## src/rtl/hz_pkg.sv

```systemverilog
// Package: shared class codes and class decoding helpers for the interlock.
// Assumes a 3-bit class field presented by the decoder.
package hz_pkg;

    typedef enum logic [2:0] {
        CLS_ALU    = 3'd0,
        CLS_LOAD   = 3'd1,
        CLS_STORE  = 3'd2,
        CLS_BRANCH = 3'd3,
        CLS_LONG   = 3'd4,
        CLS_RSV5   = 3'd5,
        CLS_RSV6   = 3'd6,
        CLS_RSV7   = 3'd7
    } op_class_e;

    // True for classes that write a destination register.
    function automatic logic class_writes(input logic [2:0] cls);
        return (cls == CLS_ALU) || (cls == CLS_LOAD) || (cls == CLS_LONG);
    endfunction

    // True for classes routed through the long execute path.
    function automatic logic class_long(input logic [2:0] cls);
        return cls == CLS_LONG;
    endfunction

endpackage

```

## src/rtl/hz_scoreboard.sv

```systemverilog
// Module: per-register countdown of cycles until the pending write lands.
// A count of 1 means the producer is in writeback now; 0 means nothing pending.
// Assumes index 0 is hard-wired and never recorded. Three combinational read ports.
module hz_scoreboard #(
    parameter int NREGS = 32,
    parameter int IDXW  = 5,
    parameter int LW    = 3
) (
    input  logic            clk,
    input  logic            rst_n,
    input  logic            set_en,
    input  logic [IDXW-1:0] set_idx,
    input  logic [LW-1:0]   set_cnt,
    input  logic [IDXW-1:0] rd_a_idx,
    input  logic [IDXW-1:0] rd_b_idx,
    input  logic [IDXW-1:0] rd_c_idx,
    output logic [LW-1:0]   rd_a_cnt,
    output logic [LW-1:0]   rd_b_cnt,
    output logic [LW-1:0]   rd_c_cnt
);

    logic [NREGS-1:0][LW-1:0] cnt_all;

    generate
        for (genvar r = 0; r < NREGS; r++) begin : g_entry
            if (r == 0) begin : g_zero
                assign cnt_all[r] = '0;
            end else begin : g_live
                logic [LW-1:0] cnt_q;
                logic          hit;

                assign hit = set_en && (set_idx == IDXW'(r));

                // Load on issue of a writer, otherwise count down to zero.
                always_ff @(posedge clk) begin
                    if (!rst_n)
                        cnt_q <= '0;
                    else if (hit)
                        cnt_q <= set_cnt;
                    else if (cnt_q != '0)
                        cnt_q <= cnt_q - 1'b1;
                end

                assign cnt_all[r] = cnt_q;

                // reset leaves the entry empty.
                a_r1_reset_clear: assert property (@(posedge clk)
                    !rst_n |=> (cnt_q == '0));

                // an untouched pending entry moves one step closer to writeback.
                a_r2_countdown: assert property (@(posedge clk) disable iff (!rst_n)
                    (cnt_q != '0 && !hit) |=> (cnt_q == $past(cnt_q) - 1'b1));
            end
        end
    endgenerate

    // Read ports for both sources and the destination.
    assign rd_a_cnt = cnt_all[rd_a_idx];
    assign rd_b_cnt = cnt_all[rd_b_idx];
    assign rd_c_cnt = cnt_all[rd_c_idx];

endmodule

```

## src/rtl/hz_wb_slots.sv

```systemverilog
// Module: reservation vector for the single writeback port.
// Bit j set means a write reaches writeback j cycles from now.
// Assumes a claim with latency L lands L cycles after the issue cycle.
module hz_wb_slots #(
    parameter int MAXL = 5,
    parameter int LW   = 3
) (
    input  logic          clk,
    input  logic          rst_n,
    input  logic          claim_en,
    input  logic [LW-1:0] claim_lat,
    output logic          slot_busy
);

    logic [MAXL:0] occ_q;
    logic [MAXL:0] occ_d;

    // Shift the reservations one cycle closer and add a new claim.
    always_comb begin
        occ_d = occ_q >> 1;
        if (claim_en)
            occ_d[claim_lat - 1'b1] = 1'b1;
    end

    // Register the reservation vector.
    always_ff @(posedge clk) begin
        if (!rst_n)
            occ_q <= '0;
        else
            occ_q <= occ_d;
    end

    assign slot_busy = occ_q[claim_lat];

    // a claim is never placed on an already reserved writeback cycle.
    a_r11_single_wb: assert property (@(posedge clk) disable iff (!rst_n)
        claim_en |-> !occ_q[claim_lat]);

    // claimed latencies stay within the tracked window.
    a_r11_lat_range: assert property (@(posedge clk) disable iff (!rst_n)
        claim_en |-> (claim_lat != '0 && int'(claim_lat) <= MAXL));

endmodule

```

## src/rtl/hz_ctrl.sv

```systemverilog
// Module: combinational interlock decision and branch squash controls.
// Assumes the countdown values of both sources and the destination are presented
// for the current decode instruction, plus the writeback slot state for its latency.
module hz_ctrl
    import hz_pkg::*;
#(
    parameter int IDXW     = 5,
    parameter int LW       = 3,
    parameter int INT_LAT  = 5,
    parameter int LONG_LAT = 5
) (
    input  logic            id_valid,
    input  logic [2:0]      id_class,
    input  logic [IDXW-1:0] id_rs1,
    input  logic            id_rs1_en,
    input  logic [IDXW-1:0] id_rs2,
    input  logic            id_rs2_en,
    input  logic [IDXW-1:0] id_rd,
    input  logic            ex_br_taken,
    input  logic [LW-1:0]   rs1_cnt,
    input  logic [LW-1:0]   rs2_cnt,
    input  logic [LW-1:0]   rd_cnt,
    input  logic            slot_busy,
    output logic [LW-1:0]   lat,
    output logic            set_en,
    output logic            id_stall,
    output logic            ex_bubble,
    output logic            flush_if1,
    output logic            flush_if2,
    output logic            flush_id,
    output logic            fetch_redirect
);

    logic writes, raw1, raw2, waw, port_clash, hazard, squash, issue;

    // Classify the decode instruction and pick its writeback latency.
    always_comb begin
        writes = class_writes(id_class) && (id_rd != '0);
        lat    = class_long(id_class) ? LW'(LONG_LAT) : LW'(INT_LAT);
    end

    // Detect read-after-write, write ordering and writeback port conflicts.
    always_comb begin
        raw1       = id_rs1_en && (id_rs1 != '0) && (rs1_cnt > LW'(1));
        raw2       = id_rs2_en && (id_rs2 != '0) && (rs2_cnt > LW'(1));
        waw        = writes && (rd_cnt > lat);
        port_clash = writes && slot_busy;
        hazard     = raw1 || raw2 || waw || port_clash;
    end

    // Resolve issue, stall and bubble; a taken branch overrides the stall.
    always_comb begin
        squash    = ex_br_taken;
        id_stall  = id_valid && hazard && !squash;
        issue     = id_valid && !hazard && !squash;
        ex_bubble = id_valid && !issue;
        set_en    = issue && writes;
    end

    // Squash the three younger stages and redirect fetch on a taken branch.
    always_comb begin
        flush_if1      = squash;
        flush_if2      = squash;
        flush_id       = squash;
        fetch_redirect = squash;
    end

endmodule

```

## src/rtl/hz_interlock.sv

```systemverilog
// Module: decode-stage hazard interlock, top level.
// Ties the register countdowns, the writeback slot vector and the decision logic.
// Assumes no forwarding: a source is usable only once its producer is in writeback.
module hz_interlock #(
    parameter int NREGS    = 32,
    parameter int INT_LAT  = 5,
    parameter int LONG_LAT = 5,
    localparam int IDXW    = $clog2(NREGS),
    localparam int MAXL    = (INT_LAT > LONG_LAT) ? INT_LAT : LONG_LAT,
    localparam int LW      = $clog2(MAXL + 1)
) (
    input  logic            clk,
    input  logic            rst_n,
    input  logic            id_valid,
    input  logic [2:0]      id_class,
    input  logic [IDXW-1:0] id_rs1,
    input  logic            id_rs1_en,
    input  logic [IDXW-1:0] id_rs2,
    input  logic            id_rs2_en,
    input  logic [IDXW-1:0] id_rd,
    input  logic            ex_br_taken,
    output logic            id_stall,
    output logic            ex_bubble,
    output logic            flush_if1,
    output logic            flush_if2,
    output logic            flush_id,
    output logic            fetch_redirect
);

    logic [LW-1:0] rs1_cnt, rs2_cnt, rd_cnt, lat;
    logic          set_en, slot_busy;

    hz_scoreboard #(.NREGS(NREGS), .IDXW(IDXW), .LW(LW)) u_sb (
        .clk      (clk),
        .rst_n    (rst_n),
        .set_en   (set_en),
        .set_idx  (id_rd),
        .set_cnt  (lat),
        .rd_a_idx (id_rs1),
        .rd_b_idx (id_rs2),
        .rd_c_idx (id_rd),
        .rd_a_cnt (rs1_cnt),
        .rd_b_cnt (rs2_cnt),
        .rd_c_cnt (rd_cnt)
    );

    hz_wb_slots #(.MAXL(MAXL), .LW(LW)) u_slots (
        .clk       (clk),
        .rst_n     (rst_n),
        .claim_en  (set_en),
        .claim_lat (lat),
        .slot_busy (slot_busy)
    );

    hz_ctrl #(.IDXW(IDXW), .LW(LW), .INT_LAT(INT_LAT), .LONG_LAT(LONG_LAT)) u_ctrl (
        .id_valid       (id_valid),
        .id_class       (id_class),
        .id_rs1         (id_rs1),
        .id_rs1_en      (id_rs1_en),
        .id_rs2         (id_rs2),
        .id_rs2_en      (id_rs2_en),
        .id_rd          (id_rd),
        .ex_br_taken    (ex_br_taken),
        .rs1_cnt        (rs1_cnt),
        .rs2_cnt        (rs2_cnt),
        .rd_cnt         (rd_cnt),
        .slot_busy      (slot_busy),
        .lat            (lat),
        .set_en         (set_en),
        .id_stall       (id_stall),
        .ex_bubble      (ex_bubble),
        .flush_if1      (flush_if1),
        .flush_if2      (flush_if2),
        .flush_id       (flush_id),
        .fetch_redirect (fetch_redirect)
    );

    // an instruction that leaves decode sees both enabled sources in or past writeback.
    a_r4_ready_at_issue: assert property (@(posedge clk) disable iff (!rst_n)
        (id_valid && !id_stall && !ex_br_taken) |->
        ((!id_rs1_en || id_rs1 == '0 || rs1_cnt <= LW'(1)) &&
         (!id_rs2_en || id_rs2 == '0 || rs2_cnt <= LW'(1))));

    // a stall only ever accompanies a valid instruction and a bubble.
    a_r7_stall_bubble: assert property (@(posedge clk) disable iff (!rst_n)
        id_stall |-> (id_valid && ex_bubble));

    // a squashed decode instruction records no pending write.
    a_r9_no_record_on_flush: assert property (@(posedge clk) disable iff (!rst_n)
        flush_id |-> !set_en);

    // a recorded write never lands before an older write to the same register.
    a_r10_write_order: assert property (@(posedge clk) disable iff (!rst_n)
        set_en |-> (rd_cnt <= lat));

endmodule

```

## config.mk

```make
export PLATFORM = sky130hd
export DESIGN_NAME = hz_interlock
export DESIGN_NICKNAME = d
export VERILOG_FILES = /design/src/rtl/hz_pkg.sv /design/src/rtl/hz_scoreboard.sv /design/src/rtl/hz_wb_slots.sv /design/src/rtl/hz_ctrl.sv /design/src/rtl/hz_interlock.sv
export SDC_FILE = /design/constraint.sdc
export NUM_CORES = 1
export LEC_CHECK = 0
export BUFFER_PORTS_ARGS = -buffer_cell sky130_fd_sc_hd__buf_4
export CAP_MARGIN = 20
export CORE_MARGIN = 3
export CORE_UTILIZATION = 45
export CTS_CLUSTER_SIZE = 16
export DETAILED_ROUTE_END_ITERATION = 6
export PLACE_DENSITY_LB_ADDON = 0.05
export SYNTH_ARGS = -nofsm -noshare
export SYNTH_HDL_FRONTEND = slang
export SYNTH_HIERARCHICAL = 1
export SYNTH_SLANG_ARGS = --single-unit
```

## constraint.sdc

```tcl
create_clock -name clk -period 3.5 [get_ports clk]
set_input_delay 0.7 -clock clk [delete_from_list [all_inputs] [get_ports clk]]
set_output_delay 0.7 -clock clk [all_outputs]
set_load 0.005 [all_outputs]
```

# Yosys cells after proc, flatten, opt, wreduce, memory -nomap -nowiden
# Index checks and enable logic that the tools add are counted.
[op_classes]
n_eq_ne = 33
bitwise = 1
mux = 69
magnitude_cmp = 6
n_addsub = 31
n_reduce_logical = 149
[op_table]
columns = ["cell", "count"]
rows = [
  ["$mux W3", 65],
  ["$reduce_bool A3 Y1", 31],
  ["$sub A3 B1 Y3 const B", 31],
  ["$eq A5 B5 Y1 const B", 16],
  ["$reduce_bool A2 Y1", 31],
  ["$reduce_or A2 Y1", 31],
  ["$bmux W3 S5", 3],
  ["$logic_and A1 B1 Y1", 44],
  ["$eq A5 B4 Y1 const B", 8],
  ["$eq A5 B3 Y1 const B", 4],
  ["$lt A5 B6 Y1 const B", 3],
  ["$reduce_bool A5 Y1", 3],
  ["$eq A5 B2 Y1 const B", 2],
  ["$gt A3 B1 Y1 const B", 2],
  ["$eq A5 B1 Y1 const B", 1],
  ["$logic_or A1 B1 Y1", 5],
  ["$mux W5", 1],
  ["$eq A3 B1 Y1 const B", 1],
  ["$eq A3 B3 Y1 const B", 1],
  ["$gt A3 B3 Y1 const B", 1],
  ["$logic_not A1 Y1", 3],
  ["$logic_not A3 Y1", 1],
  ["$not A1 Y1", 1],
]
[word_totals]
regBits = 99
out_inout_bits = 6
elab_cells = 352
in_bits = 24

# Depth between registers and ports, before layout
# Gate-level depths: netlist (run 1).
[depth]
word_depth = 13
mapped_depth = 15
depth_no_buf = 13

# Hierarchy
# Netlist (run 1), hierarchy kept.
[modules_own_cells]
columns = ["module", "area_each_um2", "n_inst", "cells_each", "seq_area_each_um2"]
rows = [
  ["hz_scoreboard", 8406.8, 1, 1014, 1861.8],
  ["hz_wb_slots", 292.8, 1, 29, 120.1],
  ["hz_ctrl", 180.2, 1, 21, 0.0],
]

# Least setup slack after synthesis (run 1)
# Ideal clock, no wire load.
[synth_path]
path_kind = "input to register"
startpoint = "in id_rs1[1]"
endpoint = "reg u_sb.g_entry[11].g_live.cnt_q[1]"
path_slack_ns = -0.181
path_buffers = 1
arrival_ns = 3.565
setup_ns = 0.116
t_required_ns = 3.384
path_stages = 14
cell_sequence = "buf_4 mux2_2 a221oi_1 a2111oi_0 a31oi_1 nand3_1 o221ai_2 o211ai_2 nor4b_2 nand2b_2 nor3b_4 nand3_2 mux2i_1 nor2b_1"
[synth_between]
elab_chain_cells = 13
word_cells_on_any_way = 15
cone_classes = "1 x order compare; 2 x mux; 12 x reduce/logical"
[synth_rtl]
columns = ["item", "line", "rtl"]
rows = [
  ["start, declared", "hz_interlock.sv:16", "input logic [IDXW-1:0] id_rs1,"],
  ["$bmux W3 S5", "hz_scoreboard.sv:58", "assign rd_a_cnt = cnt_all[rd_a_idx];"],
  ["$mux W3 (not written as such)", "hz_scoreboard.sv:58", ""],
  ["via rs1_cnt[1]", "hz_interlock.sv:30", "logic [LW-1:0] rs1_cnt, rs2_cnt, rd_cnt, lat;"],
  ["$gt A3 B1 Y1", "hz_ctrl.sv:44", "raw1 = id_rs1_en && (id_rs1 != '0) && (rs1_cnt > LW'(1));"],
  ["$logic_and A1 B1 Y1", "hz_ctrl.sv:44", ""],
  ["$logic_or A1 B1 Y1 (3 in series)", "hz_ctrl.sv:48", "hazard = raw1 || raw2 || waw || port_clash;"],
  ["$logic_not A1 Y1", "hz_ctrl.sv:55", "issue = id_valid && !hazard && !squash;"],
  ["$logic_and A1 B1 Y1 (2 in series)", "hz_ctrl.sv:55", ""],
  ["$logic_and A1 B1 Y1", "hz_ctrl.sv:57", "set_en = issue && writes;"],
  ["via set_en", "hz_interlock.sv:31", "logic set_en, slot_busy;"],
  ["$logic_and A1 B1 Y1", "hz_scoreboard.sv:32", "assign hit = set_en && (set_idx == IDXW'(r));"],
  ["$reduce_or A2 Y1 (no line)", "n/a", ""],
  ["end signal, assigned", "hz_scoreboard.sv:39", "cnt_q <= set_cnt;"],
  ["end signal, assigned", "hz_scoreboard.sv:41", "cnt_q <= cnt_q - 1'b1;"],
  ["end, declared", "hz_scoreboard.sv:29", "logic [LW-1:0] cnt_q;"],
]
# The timed path passes the listed nets, and every way through them passes these cells. The select of a mux whose other input is x is not followed.
# A chain may end at the register's enable or synchronous reset.

# Final worst setup path (run 1)
[layout_path]
startpoint = "in id_rd[1]"
endpoint = "out id_stall"
[layout_between]
elab_chain_cells = 8
word_cells_on_any_way = 11
cone_classes = "1 x order compare; 2 x mux; 8 x reduce/logical"
[layout_rtl]
columns = ["item", "line", "rtl"]
rows = [
  ["start, declared", "hz_interlock.sv:20", "input logic [IDXW-1:0] id_rd,"],
  ["$bmux W3 S5", "hz_scoreboard.sv:60", "assign rd_c_cnt = cnt_all[rd_c_idx];"],
  ["$mux W3 (not written as such)", "hz_scoreboard.sv:60", ""],
  ["via rd_cnt[2]", "hz_interlock.sv:30", ""],
  ["$gt A3 B3 Y1", "hz_ctrl.sv:46", "waw = writes && (rd_cnt > lat);"],
  ["$logic_and A1 B1 Y1", "hz_ctrl.sv:46", ""],
  ["$logic_or A1 B1 Y1 (2 in series)", "hz_ctrl.sv:48", ""],
  ["$logic_and A1 B1 Y1 (2 in series)", "hz_ctrl.sv:54", "id_stall = id_valid && hazard && !squash;"],
  ["end, declared", "hz_interlock.sv:22", "output logic id_stall,"],
]
# The timed path passes the listed nets, and every way through them passes these cells. The select of a mux whose other input is x is not followed.

==> results_dict.tcl, run 1 <==
set metrics [dict create \
    critPathBufInv 5 \
    dieHeight_um 141 \
    grt_pass1_wl_mm 33.1 \
    drive_gt1_frac 0.132 \
    fin_nets 1106 \
    finalCriticalPeriod_ps 3450 \
    crit_path_start_kind "input port" \
    clkLatencyLatePin_ps 350 \
    min_from "u_slots/occ_q[1]" \
    regArea_um2 1980 \
    critical-path-max-stage-delay_ps 510 \
    place_hpwl_mm 14.9 \
    fp.dieW_um 141 \
    internal_power_w 0.00388 \
    hp-class "reg -> reg" \
    vias 6568 \
    power_frac_comb 0.508 \
    grt_pass1_vias 6279 \
    crit_fanout 7 \
    fin_total_pwr_w 0.00648 \
    gp_congestion 0.923 \
    post_dp_cell_area_um2 8770 \
    final_cell_mix "mux2i_1 (129), nand2_1 (116), dfxtp_1 (99)" \
    clock_sinks 99 \
    core-area_um2 17500 \
    crit_required_ps 2800 \
    critical_path.startpoint "id_rd[1]" \
    slew_viol_final 0 \
    cts_tree "yes" \
    hold_viol_final 0 \
    grt_usage 0.208 \
    final_common_cell "mux2i_1" \
    h-tree-depth 3 \
    multi_input_area_um2 5540 \
    num-fill-cells 1729 \
    avgSynthCellArea_um2 8.31 \
    end_kind "primary output" \
    p_sw_w 0.00261 \
    crit_slowest_cell "a2111oi_1" \
    setup_viol 0 \
    cts_buffers 9 \
    power_leakage_nw 4.14 \
    crit_top_cell "buf_4" \
    drc 0 \
    grt_max_degree 100 \
    worstMarginPinSlew_ps 893 \
    crit_type "in -> out" \
    initialDrtViolationCount 371 \
    irDropWorstVdd_mv 0.332 \
    avgViaCountPerCell 5.26 \
    maxCapViolCount 0 \
    holdWs_ps 465 \
    grt_overflow 0 \
    arrival_ps 2750 \
    wire_per_inst_um 16.2 \
    powerDensity_nw_per_um2 711 \
    die_area_um2 19800 \
    portBuffers 29 \
    syn_to_final_growth_pct 12.0 \
    clockRootBuffer "clkbuf_16" \
    clk_pin_slew_ps 70 \
    yosysWarningCount 6 \
    first_pass_iters 7 \
    std_cell_rows 48 \
    synthCells 980 \
    path_cells "buf_4 -> buf_4 -> mux4_1 -> inv_1 -> a2111oi_1 -> a31oi_1 -> nand3_1 -> a21oi_1 -> o211ai_2 -> buf_4 -> and3b_2 -> buf_4" \
    clock_skew_ps 7.58 \
    r2r_start "u_sb/g_entry[5].g_live.cnt_q[2]" \
    run_status "finished clean" \
    insertedDiodeCount 0 \
    fmax_mhz 290 \
    place_inst 1230 \
    cts_buffer_depth 2 \
    io_pins 30 \
    grt_setup_unrepaired "false" \
    antenna_found_initial 0 \
    final_core_util 0.520 \
    crit_family "compound AO/OA/AOI/OAI gates" \
    ant_nets 0 \
    stdcell_count 1249 \
    wl_mm 20.3 \
    initial_utilization 0.465 \
    clkPwrFrac 0.168 \
    switching_share 0.402 \
    postCtsHoldBufs 0 \
    slew_headroom 0.405 \
    pwr-share-seq 0.324 \
    period_share 0.986 \
    post-route-cell-area_um2 9120 \
    syn_area_um2 8150 \
]
-- area by class of cell --
type                            count  area share
Sequential cell                    99       0.217
Clock buffer                        9      0.0247
Timing Repair Buffer               93      0.0806
Clock inverter                      7      0.0101
Inverter                           72      0.0296
Multi-Input combinational cell    744       0.607
Tap cell                          225      0.0309
-- power by group through the flow --
stage | sequential, W | combinational [W] | clock [W]
5_1_grt | 0.00218 | 0.00381 | 0.00116
3_5_place_dp | 0.00213 | 0.00327 | 0
4_1_cts | 0.00210 | 0.00330 | 0.00113
6_report | 0.00210 | 0.00329 | 0.00109
2_1_floorplan | 0.00192 | 0.00278 | 0
3_3_place_gp | 0.00212 | 0.00325 | 0
-- path summary, 6_finish.rpt --
kind	endpoint	slack, ps	cells past startpoint
max	id_stall	50	12
min	u_slots/occ_q[0]	470	1
max reg2reg	u_sb/g_entry[28].g_live.cnt_q[1]	410	14
min reg2reg	u_slots/occ_q[0]	470	1
-- what timing repair did --
action,CTS,global route
endpoints found under the setup margin,0,15
gates resized for setup,0,4
setup buffers,0,3
-- layer usage --
layer	track usage	vias up	routed length, um
met2	0.347	98	9480
met5	0	-	0
met4	0.0673	0	360
met1	0.280	3013	9890
li1	-	3433	-
met3	0.0266	24	525
-- registers in the layout, indices dropped and copies added, names as in the netlist --
signal and cells:
u_sb/g_entry.g_live.cnt_q 93, u_slots/occ_q 6
-- per-stage QoR --
stage | setup TNS (ps) | worst slack, ps
5_1_grt | 0 | 17.6
3_5_place_dp | -1360 | -127
6_report | 0 | 48.3
2_1_floorplan | 0 | 11.3
3_3_place_gp | -642 | -87.4
4_1_cts | 0 | 72.2
Note: power is estimated with default switching activity, not from simulation.
==> inputs of run 2 (changes only) <==
- CTS_CLUSTER_DIAMETER: unset -> 30
- SETUP_SLACK_MARGIN: unset -> 0.05
==> run 2 against run 1 <==
Non-clock buffer count is 9 higher. Critical endpoint unchanged. Sequential power hardly changed. Cell area is 1.4% higher. Via count is 1.3% higher. Wire length is 1.7% higher. Worst hold slack hardly changed. Largest power group unchanged. Highest routed layer unchanged.
==> results_dict.tcl, run 2 (synthesis gave the netlist of run 1 again) <==
set metrics [dict create \
    irDropWorstVdd_mv 0.338 \
    hp-class "reg -> reg" \
    post_dp_cell_area_um2 8870 \
    insertedDiodeCount 0 \
    internal_power_w 0.00392 \
    crit_slowest_cell "mux2_2" \
    clock_skew_ps 8.80 \
    final_common_cell "mux2i_1" \
    arrival_ps 2660 \
    clk_pin_slew_ps 70 \
    critPathBufInv 3 \
    grt_pass1_vias 6222 \
    largest_registers "u_sb/g_entry.g_live.cnt_q: 93 flops, u_slots/occ_q: 6 flops" \
    initialDrtViolationCount 359 \
    vias 6656 \
    slew_headroom 0.391 \
    end_kind "primary output" \
    crit_fanout 7 \
    crit_path_start_kind "input port" \
    clockRootBuffer "clkbuf_16" \
    portBuffers 29 \
    h-tree-depth 3 \
    run_status "finished clean" \
    antenna_found_initial 0 \
    grt_overflow 0 \
    setup_viol 0 \
    maxCapViolCount 0 \
    path_cells "buf_4 -> mux2_2 -> a221oi_2 -> a2111oi_2 -> a31oi_1 -> nand3_1 -> o221ai_2 -> o211ai_2 -> buf_4 -> and3b_2 -> buf_4" \
    reg2reg_slack_ps 410 \
    crit_type "in -> out" \
    power_frac_comb 0.507 \
    die_area_um2 19800 \
    postCtsHoldBufs 0 \
    num-fill-cells 1716 \
    crit_top_cell "buf_4" \
    powerDensity_nw_per_um2 709 \
    fmax_mhz 298 \
    dieHeight_um 141 \
    fp.dieW_um 141 \
    crit_family "compound AO/OA/AOI/OAI gates" \
    top_register "u_sb/g_entry.g_live.cnt_q" \
    drive_gt1_frac 0.146 \
    period_share 0.959 \
    grt_max_degree 100 \
    tns_ps 0 \
    pwr-share-seq 0.322 \
    largest_reg_flops 93 \
    initial_utilization 0.465 \
    ant_nets 0 \
    p_sw_w 0.00264 \
    final_cell_mix "mux2i_1 (128), nand2_1 (116), dfxtp_1 (99)" \
    clock_sinks 99 \
    fin_nets 1115 \
    avgViaCountPerCell 5.30 \
    worstMarginPinSlew_ps 913 \
    core-area_um2 17500 \
    syn_to_final_growth_pct 13.5 \
    drc 0 \
    cts_tree "yes" \
    first_pass_iters 5 \
    switching_share 0.402 \
    power_leakage_nw 4.20 \
    slew_viol_final 0 \
    std_cell_rows 48 \
    hold_viol_final 0 \
    grt_usage 0.208 \
    cts_buffer_depth 2 \
    io_pins 30 \
    wire_per_inst_um 16.4 \
    grt_setup_unrepaired "false" \
    finalCriticalPeriod_ps 3360 \
    crit_required_ps 2800 \
    grt_pass1_wl_mm 33.0 \
    clkLatencyLatePin_ps 350 \
    wl_mm 20.6 \
    clkPwrFrac 0.170 \
    place_hpwl_mm 15.2 \
    gp_congestion 0.876 \
    cts_buffers 9 \
    post-route-cell-area_um2 9250 \
    critical-path-max-stage-delay_ps 350 \
]
-- run 2: cell types whose count changed in the layout (fill, tap and decap cells not counted), moves of 2 or more --
cell / previous run / this run
buf_4: 90 / 98
a221oi_1: 5 / 1
clkinv_2: 3 / 0
a2111oi_1: 2 / 0
a221oi_2: 1 / 5
a2111oi_2: 0 / 3
-- run 2: per-layer routing --
metal	part of all wire	GRT usage	up-vias
li1	-	-	3451
met1	0.50	0.286	3112
met2	0.46	0.342	69
met5	0	0	-
met4	0.017	0.0627	0
met3	0.024	0.0270	24
-- run 2: layout make-up --
cell class / instances / area [um2] / area share
timing repair buffer: 102 / 816 / 0.0882
multi-input combinational: 744 / 5570 / 0.603
clock inverter: 5 / 86.3 / 0.00934
inverter: 72 / 270 / 0.0292
tap: 225 / 282 / 0.0304
sequential: 99 / 1980 / 0.214
clock buffer: 10 / 239 / 0.0258
-- run 2: power groups by stage --
stage,Combinational [W],Clock (W),Sequential [W]
finish,0.00332,0.00112,0.00211
global placement,0.00325,0,0.00212
global route,0.00384,0.00119,0.00218
floorplan,0.00278,0,0.00192
detailed placement,0.00327,0,0.00213
CTS,0.00331,0.00115,0.00210
-- run 2: through the flow --
| step | total power (W) | utilization | cells | worst slack (ps) | hold slack [ps] |
|---|---|---|---|---|---|
| finish | 0.00655 | 0.527 | 1257 | 143 | 465 |
| global route | 0.00721 | 0.527 | 1257 | 54.3 | 493 |
| CTS | 0.00656 | 0.524 | 1257 | 108 | 473 |
| detailed placement | 0.00540 | 0.506 | 1242 | -89.1 | 454 |
| global placement | 0.00537 | 0.506 | 1242 | 0.637 | 454 |
| floorplan | 0.00470 | - | 981 | 11.3 | 435 |
-- run 2: worst paths after layout --
path,startpoint,end,cells after the start
setup / recovery,id_rs1[1],id_stall,11
setup reg to reg,u_sb/g_entry[6].g_live.cnt_q[2],u_sb/g_entry[19].g_live.cnt_q[1],15
hold / removal,u_slots/occ_q[1],u_slots/occ_q[0],1
hold reg to reg,u_slots/occ_q[1],u_slots/occ_q[0],1
-- run 2: timing repair --
action                                  CTS  global route
resized for setup                         0            13
setup buffers                             0             0
endpoints found under the setup margin    0            15
endpoints found under the hold margin     0             0
==> inputs of run 3 (changes only) <==
- CELL_PAD_IN_SITES_DETAIL_PLACEMENT: unset -> 0
- CELL_PAD_IN_SITES_GLOBAL_PLACEMENT: unset -> 1
- CORE_UTILIZATION: 45 -> 44
- PLACE_DENSITY: unset -> 0.79
- PLACE_DENSITY_LB_ADDON: 0.05 -> unset
==> run 3 against run 2 <==
Wire length shrank 2.9%. Clock skew rose by 5.9 ps. Clock-buffer cell count is 1 higher. Combinational power hardly changed. Largest cell class unchanged.
==> results_dict.tcl, run 3 (synthesis gave the netlist of run 1 again) <==
set metrics [dict create \
    clkPwrFrac 0.159 \
    crit_family "compound AO/OA/AOI/OAI gates" \
    powerDensity_nw_per_um2 702 \
    grt_pass1_vias 6409 \
    crit_path_start_kind "input port" \
    wl_mm 20.0 \
    h-tree-depth 3 \
    fmax_mhz 298 \
    cts_tree "yes" \
    std_cell_rows 49 \
    end_kind "primary output" \
    syn_to_final_growth_pct 12.7 \
    place_hpwl_mm 14.8 \
    top_register "u_sb/g_entry.g_live.cnt_q" \
    insertedDiodeCount 0 \
    antenna_found_initial 0 \
    p_sw_w 0.00262 \
    switching_share 0.406 \
    internal_power_w 0.00383 \
    grt_overflow 0 \
    gp_congestion 0.882 \
    power_leakage_nw 4.15 \
    largest_reg_flops 93 \
    post_dp_cell_area_um2 8810 \
    irDropWorstVdd_mv 0.336 \
    grt_setup_unrepaired "true" \
    cts_buffer_depth 2 \
    crit_required_ps 2800 \
    final_common_cell "mux2i_1" \
    drc 0 \
    slew_headroom 0.400 \
    wire_per_inst_um 15.9 \
    power_frac_comb 0.515 \
    die_area_um2 20200 \
    crit_fanout 6 \
    crit_slowest_cell "a2111oi_1" \
    grt_usage 0.203 \
    regArea_um2 1980 \
    grt_pass1_wl_mm 33.0 \
    run_status "finished clean" \
    fp.dieW_um 142 \
    pwr-share-seq 0.326 \
    first_pass_iters 5 \
    core-area_um2 18100 \
    cts_buffers 9 \
    crit_top_cell "buf_4" \
    grt_max_degree 100 \
    clk_pin_slew_ps 70 \
    num-fill-cells 1737 \
    arrival_ps 2660 \
    vias 6643 \
    clock_skew_ps 14.7 \
    period_share 0.959 \
    io_pins 30 \
    dieHeight_um 142 \
    postCtsHoldBufs 0 \
    clkLatencyLatePin_ps 360 \
    drive_gt1_frac 0.141 \
    clockRootBuffer "clkbuf_16" \
    slew_viol_final 0 \
    avgViaCountPerCell 5.28 \
    critical-path-max-stage-delay_ps 460 \
    finalCriticalPeriod_ps 3360 \
    fin_total_pwr_w 0.00645 \
    critPathBufInv 5 \
    initial_utilization 0.451 \
    ant_nets 0 \
    portBuffers 29 \
    largest_registers "u_sb/g_entry.g_live.cnt_q: 93 flops, u_slots/occ_q: 6 flops" \
    final_cell_mix "mux2i_1 (129), nand2_1 (116), dfxtp_1 (99)" \
    postCtsSetupRepairBufs 0 \
    crit_type "in -> out" \
    hp-class "reg -> reg" \
    path_cells "buf_4 -> buf_4 -> mux4_2 -> inv_1 -> a2111oi_1 -> a31oi_1 -> nand3_1 -> a21oi_2 -> o211ai_2 -> buf_4 -> and3b_2 -> buf_4" \
    hold_viol_final 0 \
    fin_nets 1111 \
    maxCapViolCount 0 \
    setup_viol 0 \
    post-route-cell-area_um2 9180 \
    worstMarginPinSlew_ps 899 \
    multi_input_area_um2 5580 \
    initialDrtViolationCount 458 \
    clock_sinks 99 \
]
==> run 3: cell types whose count changed in the layout (fill, tap and decap cells not counted), sizes merged <==
cell | before | now
buf | 102 | 98
bufinv | 2 | 1
clkbuf | 10 | 11
clkinv | 2 | 1
clkinvlp | 0 | 2
==> run 3: worst reg2reg max path: stages (launching register included) <==
cell	delay, ps
dfxtp_1	380
mux2_4	300
a221oi_2	260
a2111oi_2	60
a31oi_1	200
nand3_1	130
o221ai_2	230
o211ai_2	160
nor4b_4	220
buf_4	180
nand4b_1	180
buf_4	200
nor2_1	80
buf_4	140
mux2i_1	200
nor2b_1	60
==> run 3: timing repair <==
| action | in CTS | in global routing |
|---|---|---|
| setup endpoints to repair | 0 | 80 |
| hold endpoints to repair | 0 | 0 |
| gates resized for setup | 0 | 24 |
==> run 3: cell type report <==
cell class | instances | share of cell area
multi-input cells | 744 | 0.607
repair buffers | 98 | 0.0839
well taps | 229 | 0.0312
clock inverters | 5 | 0.00681
inverters | 72 | 0.0294
clock buffers | 11 | 0.0253
flip-flops and latches | 99 | 0.216
==> run 3: metrics by stage <==
step / TNS (ps) / cells / hold slack (ps) / worst slack [ps] / util
floorplan: 0 / 981 / 435 / 11.3 / -
global placement: 0 / 1242 / 449 / 10.7 / 0.487
detailed placement: -1830 / 1242 / 451 / -83.7 / 0.487
CTS: 0 / 1258 / 468 / 120 / 0.503
global route: 0 / 1258 / 490 / 4.37 / 0.508
finish: 0 / 1258 / 464 / 143 / 0.508
==> run 3: power groups by stage <==
| stage | combinational (W) | sequential, W | clock [W] |
|---|---|---|---|
| 5_1_grt | 0.00387 | 0.00217 | 0.00109 |
| 3_3_place_gp | 0.00323 | 0.00211 | 0 |
| 6_report | 0.00332 | 0.00211 | 0.00102 |
| 3_5_place_dp | 0.00328 | 0.00212 | 0 |
| 2_1_floorplan | 0.00278 | 0.00192 | 0 |
| 4_1_cts | 0.00330 | 0.00210 | 0.00106 |
==> run 3: final timing paths <==
kind,depth (start not counted),startpoint,slack [ps],endpoint
setup / recovery,12,id_rd[1],140,id_stall
hold / removal,1,u_slots/occ_q[3],460,u_slots/occ_q[2]
setup reg to reg,15,u_sb/g_entry[1].g_live.cnt_q[1],400,u_sb/g_entry[13].g_live.cnt_q[1]
hold reg to reg,1,u_slots/occ_q[3],460,u_slots/occ_q[2]
==> run 3: routing by layer <==
| layer | track usage | share of wire | wire length [um] | vias up |
|---|---|---|---|---|
| met3 | 0.0245 | 0.031 | 615 | 23 |
| met1 | 0.277 | 0.48 | 9600 | 3063 |
| li1 | - | - | - | 3447 |
| met5 | 0 | 0 | 0 | - |
| met4 | 0.0636 | 0.016 | 327 | 0 |
| met2 | 0.335 | 0.47 | 9450 | 110 |
